<file path="src/rtl/baud_sync_pkg.sv">
package baud_sync_pkg;
  typedef enum logic [1:0] {SM_HOLD, SM_HUNT, SM_MEAS, SM_DONE} meter_state_e;
  localparam int unsigned SPAN_BITS_DEF = 9;
  localparam int unsigned SLOT_MULT_DEF = 13;
  localparam int unsigned ERR_MULT_DEF  = 26;
endpackage

</file>
<file path="src/rtl/rx_edge_sync.sv">
module rx_edge_sync #(
  parameter int unsigned STAGES = 2
) (
  input  logic clk_i,
  input  logic rst_ni,
  input  logic rx_i,
  output logic fall_o,
  output logic edge_o
);
  logic [STAGES-1:0] sync_q;
  logic              prev_q;

  generate
    if (STAGES == 1) begin : g_one
      always_ff @(posedge clk_i or negedge rst_ni)
        if (!rst_ni) sync_q <= '1;
        else         sync_q <= rx_i;
    end else begin : g_many
      always_ff @(posedge clk_i or negedge rst_ni)
        if (!rst_ni) sync_q <= '1;
        else         sync_q <= {sync_q[STAGES-2:0], rx_i};
    end
  endgenerate

  always_ff @(posedge clk_i or negedge rst_ni)
    if (!rst_ni) prev_q <= 1'b1;
    else         prev_q <= sync_q[STAGES-1];

  assign edge_o = sync_q[STAGES-1] ^ prev_q;
  assign fall_o = prev_q & ~sync_q[STAGES-1];
endmodule

</file>
<file path="src/rtl/span_meter.sv">
module span_meter
  import baud_sync_pkg::*;
#(
  parameter int unsigned CNT_W     = 24,
  parameter int unsigned HOLD_CYC  = 50000,
  parameter int unsigned MAX_CNT   = 1000000,
  parameter int unsigned SPAN_BITS = SPAN_BITS_DEF
) (
  input  logic             clk_i,
  input  logic             rst_ni,
  input  logic             fall_i,
  input  logic             edge_i,
  output logic             meas_vld_o,
  output logic [CNT_W-1:0] meas_cnt_o
);
  localparam int unsigned HOLD_W = $clog2(HOLD_CYC + 1);
  localparam int unsigned EDGE_W = $clog2(SPAN_BITS + 1);

  meter_state_e      state_q;
  logic [HOLD_W-1:0] hold_q;
  logic [EDGE_W-1:0] edges_q;
  logic [CNT_W-1:0]  cnt_q;

  always_ff @(posedge clk_i or negedge rst_ni) begin
    if (!rst_ni) begin
      state_q    <= SM_HOLD;
      hold_q     <= '0;
      edges_q    <= '0;
      cnt_q      <= '0;
      meas_vld_o <= 1'b0;
      meas_cnt_o <= '0;
    end else begin
      meas_vld_o <= 1'b0;
      unique case (state_q)
        SM_HOLD: begin
          if (hold_q == HOLD_W'(HOLD_CYC - 1)) state_q <= SM_HUNT;
          else hold_q <= hold_q + 1'b1;
        end
        SM_HUNT: begin
          if (fall_i) begin
            state_q <= SM_MEAS;
            cnt_q   <= CNT_W'(1);
            edges_q <= '0;
          end
        end
        SM_MEAS: begin
          if (edge_i && edges_q == EDGE_W'(SPAN_BITS - 1)) begin
            meas_cnt_o <= cnt_q;
            meas_vld_o <= 1'b1;
            state_q    <= SM_DONE;
          end else if (cnt_q == CNT_W'(MAX_CNT)) begin
            state_q <= SM_HUNT;   // abandon attempt
          end else begin
            cnt_q <= cnt_q + 1'b1;
            if (edge_i) edges_q <= edges_q + 1'b1;
          end
        end
        default: ;                // SM_DONE: line ignored
      endcase
    end
  end


  cnt_bound_chk: assert property (@(posedge clk_i) disable iff (!rst_ni)
    cnt_q <= CNT_W'(MAX_CNT));


  meas_pulse_chk: assert property (@(posedge clk_i) disable iff (!rst_ni)
    meas_vld_o |=> !meas_vld_o);


  hold_quiet_chk: assert property (@(posedge clk_i) disable iff (!rst_ni)
    (state_q == SM_HOLD) |=> (state_q == SM_HOLD || state_q == SM_HUNT));
endmodule

</file>
<file path="src/rtl/seq_divider.sv">
module seq_divider #(
  parameter int unsigned W = 24
) (
  input  logic         clk_i,
  input  logic         rst_ni,
  input  logic         start_i,
  input  logic [W-1:0] dividend_i,
  input  logic [W-1:0] divisor_i,
  output logic         done_o,
  output logic [W-1:0] quot_o,
  output logic [W-1:0] rem_o
);
  localparam int unsigned STEP_W = $clog2(W + 1);

  logic [W-1:0]      quo_q, rem_q, div_q;
  logic [STEP_W-1:0] step_q;
  logic              busy_q;
  logic [W:0]        shifted, diff;
  logic              fits;

  assign shifted = {rem_q, quo_q[W-1]};
  assign diff    = shifted - {1'b0, div_q};
  assign fits    = ~diff[W];

  always_ff @(posedge clk_i or negedge rst_ni) begin
    if (!rst_ni) begin
      quo_q  <= '0;
      rem_q  <= '0;
      div_q  <= '0;
      step_q <= '0;
      busy_q <= 1'b0;
      done_o <= 1'b0;
    end else begin
      done_o <= 1'b0;
      if (start_i) begin
        quo_q  <= dividend_i;
        rem_q  <= '0;
        div_q  <= divisor_i;
        step_q <= STEP_W'(W);
        busy_q <= 1'b1;
      end else if (busy_q) begin
        quo_q  <= {quo_q[W-2:0], fits};
        rem_q  <= fits ? diff[W-1:0] : shifted[W-1:0];
        step_q <= step_q - 1'b1;
        if (step_q == STEP_W'(1)) begin
          busy_q <= 1'b0;
          done_o <= 1'b1;
        end
      end
    end
  end

  assign quot_o = quo_q;
  assign rem_o  = rem_q;


  rem_range_chk: assert property (@(posedge clk_i) disable iff (!rst_ni)
    done_o |-> rem_q < div_q);


  start_busy_chk: assert property (@(posedge clk_i) disable iff (!rst_ni)
    start_i |=> busy_q);


  done_pulse_chk: assert property (@(posedge clk_i) disable iff (!rst_ni)
    done_o |=> !done_o);
endmodule

</file>
<file path="src/rtl/baud_sync_recover.sv">
module baud_sync_recover
  import baud_sync_pkg::*;
#(
  parameter int unsigned CNT_W       = 24,
  parameter int unsigned HOLD_CYC    = 50000,
  parameter int unsigned MAX_CNT     = 1000000,
  parameter int unsigned SYNC_STAGES = 2,
  parameter int unsigned SPAN_BITS   = SPAN_BITS_DEF,
  parameter int unsigned SLOT_MULT   = SLOT_MULT_DEF,
  parameter int unsigned ERR_MULT    = ERR_MULT_DEF,
  localparam int unsigned OUT_W      = CNT_W + $clog2(ERR_MULT + 1)
) (
  input  logic             clk_i,
  input  logic             rst_ni,
  input  logic             rx_i,
  output logic             locked_o,
  output logic [CNT_W-1:0] bit_const_o,
  output logic [OUT_W-1:0] slot_time_o,
  output logic [OUT_W-1:0] err_time_o
);
  logic             fall, any_edge, meas_vld, div_done, rnd_up;
  logic [CNT_W-1:0] meas_cnt, quot, rem;
  logic [CNT_W-1:0] bit_q;
  logic [OUT_W-1:0] slot_q, err_q;
  logic             scale_q, locked_q;

  rx_edge_sync #(.STAGES(SYNC_STAGES)) u_sync (
    .clk_i, .rst_ni, .rx_i, .fall_o(fall), .edge_o(any_edge)
  );

  span_meter #(
    .CNT_W(CNT_W), .HOLD_CYC(HOLD_CYC), .MAX_CNT(MAX_CNT), .SPAN_BITS(SPAN_BITS)
  ) u_meter (
    .clk_i, .rst_ni, .fall_i(fall), .edge_i(any_edge),
    .meas_vld_o(meas_vld), .meas_cnt_o(meas_cnt)
  );

  seq_divider #(.W(CNT_W)) u_div (
    .clk_i, .rst_ni, .start_i(meas_vld), .dividend_i(meas_cnt),
    .divisor_i(CNT_W'(SPAN_BITS)), .done_o(div_done), .quot_o(quot), .rem_o(rem)
  );

  assign rnd_up = {rem, 1'b0} >= {1'b0, CNT_W'(SPAN_BITS)};

  always_ff @(posedge clk_i or negedge rst_ni) begin
    if (!rst_ni) begin
      bit_q    <= '0;
      slot_q   <= '0;
      err_q    <= '0;
      scale_q  <= 1'b0;
      locked_q <= 1'b0;
    end else begin
      scale_q <= 1'b0;
      if (div_done && !locked_q) begin
        bit_q   <= quot + CNT_W'(rnd_up);
        scale_q <= 1'b1;
      end
      if (scale_q) begin
        slot_q   <= OUT_W'(bit_q) * OUT_W'(SLOT_MULT);
        err_q    <= OUT_W'(bit_q) * OUT_W'(ERR_MULT);
        locked_q <= 1'b1;
      end
    end
  end

  assign locked_o    = locked_q;
  assign bit_const_o = locked_q ? bit_q  : '0;
  assign slot_time_o = locked_q ? slot_q : '0;
  assign err_time_o  = locked_q ? err_q  : '0;


  locked_hold_chk: assert property (@(posedge clk_i) disable iff (!rst_ni)
    locked_q |=> locked_q && $stable(bit_q) && $stable(slot_q) && $stable(err_q));


  no_div_after_lock_chk: assert property (@(posedge clk_i) disable iff (!rst_ni)
    locked_q |-> !div_done && !meas_vld);


  lock_after_scale_chk: assert property (@(posedge clk_i) disable iff (!rst_ni)
    $rose(locked_q) |-> $past(scale_q));
endmodule

</file>
<file path="config.mk">
export PLATFORM = sky130hd
export DESIGN_NAME = baud_sync_recover
export DESIGN_NICKNAME = d
export VERILOG_FILES = /design/src/rtl/baud_sync_pkg.sv /design/src/rtl/rx_edge_sync.sv /design/src/rtl/span_meter.sv /design/src/rtl/seq_divider.sv /design/src/rtl/baud_sync_recover.sv
export SDC_FILE = /design/constraint.sdc
export NUM_CORES = 1
export LEC_CHECK = 0
export ABC_AREA = 1
export ABC_CLOCK_PERIOD_IN_PS = 2920
export BUFFER_PORTS_ARGS = -buffer_cell sky130_fd_sc_hd__buf_2
export CAP_MARGIN = 25
export CORE_MARGIN = 4
export CORE_UTILIZATION = 35
export CTS_BUF_LIST = sky130_fd_sc_hd__clkbuf_8
export DETAILED_ROUTE_END_ITERATION = 16
export HOLD_SLACK_MARGIN = 0.05
export PLACE_DENSITY = 0.61
export SLEW_MARGIN = 25
export SYNTH_ARGS = -nofsm -noshare
export SYNTH_HDL_FRONTEND = slang
export SYNTH_SLANG_ARGS = --single-unit
</file>
<file path="constraint.sdc">
create_clock -name clk_i -period 2.92 [get_ports clk_i]
set_input_delay 0.146 -clock clk_i [delete_from_list [all_inputs] [get_ports clk_i]]
set_output_delay 0.146 -clock clk_i [all_outputs]
set_load 0.02 [all_outputs]
</file>
==> results.cfg <==
[outcome]
status = finished, final reports clean

[pwr]
ir_drop_mv = 0.255
p_switching_mw = 1.12
power.clock.fraction = 0.411
netSwitchingFraction = 0.252
p_seq_frac = 0.574
pwr-share-comb = 0.015
finalPower_mw = 4.44
cellPowerDensity_nw_per_um2 = 308
intPower_mw = 3.32
leakagePower_nw = 7.82

[synthesis]
synth_top_family_by_area = simple AND/OR/NAND/NOR gates
synthXorXnorAreaFrac = 0.0317
async_flop_share = 1.00
synthAdderAreaFrac = 0.0989
synth-compound-area-share = 0.0956
yosys_warnings = 0
synth_mux_area_frac = 0
yosysTopAreaCell = dfrtp_1
synth_edf_count = 0
synth_top_area_share = 0.349
ys_seq_area_frac = 0.355
syn_avg_cell_area_sq_um = 7.10
synthSimpleGateAreaFrac = 0.294
synthFlopType = dfrtp_1
yosys.cell_types.count = 45
syn_inst = 1828
synthTopCellsByArea = dfrtp_1 35%, nand2_1 16%, inv_1 8.6%, ha_1 6.6%, nand3_1 4.4%
ys_ff_latch = 184
synth_area_sq_um = 13000

[die]
num_io_pins = 86
rows = 70
die_area_sq_um = 40200
die_x_microns = 201
core_area_sq_um = 36600
die_h_microns = 201
initial_core_util = 0.355

[drt]
drt_pass1_iterations = 5
drc = 0
ant_nets = 0
routedWlPerCell_microns = 14.1
vias_per_cell = 4.89
wirelength_mm = 33.3
drt_iter0_drc = 720
vias = 11600

[final_layout]
drive_gt1_frac = 0.126
multi_input_area_sq_um = 6960
finalInstanceArea_sq_um = 14400
final_nets = 1977
fillers = 3876
area_growth_pct = 11.0
seq_area_sq_um = 4620
antennaDiodeCount = 0

[worst_setup_path]
critPathMaxFanout = 4
cpMaxStageDelayCell = fa_1
r2r_start = bit_q[8]
path_common_cell = nand2_1
rr_worst_depth = 14
r2r_end = err_q[21]
worstPathCellList = ha_1 > inv_1 > fa_1 > inv_1 > ha_1 > nand2_1 > nor2_2 > nand2_1 > nand3b_1 > nand2_1 > nand2_1 > nand2_1 > nand3_1 > nand2_1
cp-end-kind = flip-flop
r2r_slack_ps = 150
cpPeakStageDelay_ps = 510
crit_path_start = bit_q[8]
start_kind = flip-flop
critPathArrivalTime_ps = 3160
crit_path_end = err_q[21]
worstSetupPathType = flip-flop to flip-flop
cp.required_ps = 3310

[cts]
h-tree-depth = 4
clk_latency_ps = 490
cts.sinks = 184
cts_buffers = 17
clkTransAtPathRegs_ps = 110
cts_tree = yes
clockBufferDepth = 2
ctsRootBufferMaster = clkbuf_8

[grt]
grt-ovfl-total = 0
grt_usage = 0.166
grt_pass1_wl_mm = 55.9
grt_antenna_before_repair = 0
grt_pass1_vias = 11200
grt_max_degree = 71

[sta]
holdWs_ps = 223
max_slew_margin = 0.499
post-route-period-util = 0.948
fmax_mhz = 361
setup_violations = 0
fin_skew_ps = 15.1
tightest_slew_ps = 751
fin_crit_ps = 2770
final_hold_viol_count = 0
fin_tns_setup_ps = 0
drv_slew = 0

[placed_design]
io_buffers = 83
routabilityCongestion = 0.960
placed_area_sq_um = 13800
dp_hpwl_mm = 25.7

[worst_hold_path]
holdCritPathClass = input port to asynchronous set/reset pin

[job]
maxCapViolations = 0
## metal layers
layer | global-route usage | wire (microns)
met1 | 0.225 | 15700
met2 | 0.275 | 15600
met3 | 0.0288 | 1350
met4 | 0.0423 | 618
met5 | 0 | 0
## flip-flops by register name, summed over array words and instances (netlist names)
register,cells
u_div.rem_o,24
u_div.quot_o,24
u_sync.sync_q,2
locked_o,1
u_meter.cnt_q,24
u_meter.state_q,2
u_meter.meas_vld_o,1
scale_q,1
bit_q,24
u_div.step_q,5
u_meter.hold_q,16
u_div.div_q,1
u_div.busy_q,1
u_meter.edges_q,4
err_q,28
u_sync.prev_q,1
u_div.done_o,1
u_meter.meas_cnt_o,24
## metrics by stage
stage / util / instances / setup slack (ps)
global placement: 0.376 / 2328 / -4.21
floorplan: - / 1829 / 329
CTS: 0.387 / 2362 / 20.7
global route: 0.394 / 2365 / -8.55
finish: 0.394 / 2365 / 151
detailed placement: 0.376 / 2328 / -1.56
## cells by family after synthesis
group / count (synthesis)
AND/OR/NAND/NOR: 896
buffers and inverters: 385
AO/OA/AOI/OAI: 225
flip-flops: 184
adder cells (fa/ha/maj): 90
XOR/XNOR: 47
other: 1
## placed cells by master, fill, tap and decap left out, types with 6 or more instances in the layout
cell type and n:
a21oi_1 29, inv_1 299, nor3_1 27, dfrtp_2 7
fa_1 21, nand2_1 534, nor2_1 115, xor2_1 36
xnor2_1 11, buf_4 31, dfrtp_1 174, nand3_1 113
o21ai_2 8, o211ai_1 23, nor2_4 6, o21ai_1 43
nand4_1 44, buf_2 82, nand3b_1 8, o21ai_0 91
o21bai_1 6, ha_2 11, nand2_2 14, clkbuf_8 20
a21oi_2 11, inv_8 6, ha_1 56, nor4_1 6
nor2_2 13
## worst max-delay path, delay by kind of cell (launching register included)
| kind | cells | cell delay, ps |
|---|---|---|
| buffers and inverters | 2 | 100 |
| adders and majority gates | 3 | 1190 |
| DFF | 1 | 430 |
| and+or+nand+nor | 9 | 950 |
## synthesized netlist by cell type, types with 5 or more instances
cell and instances:
nand2_1 544, inv_1 299, dfrtp_1 181, nor2_1 129, nand3_1 114, o21ai_0 100
ha_1 69, nand4_1 44, a21oi_1 40, o21ai_1 37, xor2_1 36, buf_4 33
clkbuf_1 30, nor3_1 28, o211ai_1 23, fa_1 21, xnor2_1 11, buf_2 9
nand3b_1 8, nor4_1 6, o21bai_1 6, a31oi_1 5, buf_1 5, o21ai_2 5
## power groups by stage
stage | registers (mW) | logic (mW) | clock network [mW]
after floorplan | 2.60 | 0.00846 | 0
after global placement | 2.60 | 0.0695 | 0
after detailed placement | 2.60 | 0.0703 | 0
after CTS | 2.55 | 0.0727 | 1.89
after global routing | 2.55 | 0.0808 | 2.01
final | 2.55 | 0.0673 | 1.82
## how the worst min path moves through the flow
stage | from | endpoint | slack (ps)
after floorplan | rst_ni | bit_q[0] | -150
after global placement | rst_ni | err_q[9] | 180
after detailed placement | rst_ni | err_q[7] | 190
after CTS | rst_ni | err_q[7] | 210
after global routing | rst_ni | err_q[7] | 230
final | rst_ni | err_q[15] | 220
## cell type report
| class | count | share of cell area |
|---|---|---|
| Multi-Input combinational cell | 1260 | 0.483 |
| Sequential cell | 184 | 0.320 |
| Inverter | 304 | 0.0795 |
| Timing Repair Buffer | 117 | 0.0484 |
| Tap cell | 468 | 0.0406 |
| Clock buffer | 19 | 0.0182 |
| Clock inverter | 13 | 0.0101 |
## what timing repair did
action	CTS	global route
buffers inserted	0	3
gates cloned	0	0
endpoints found under the setup margin	1	19
endpoints found under the hold margin	61	0
pin swaps	0	2
gates resized for setup	1	71
hold buffers	2	0
Note: power is estimated with default switching activity, not from simulation.
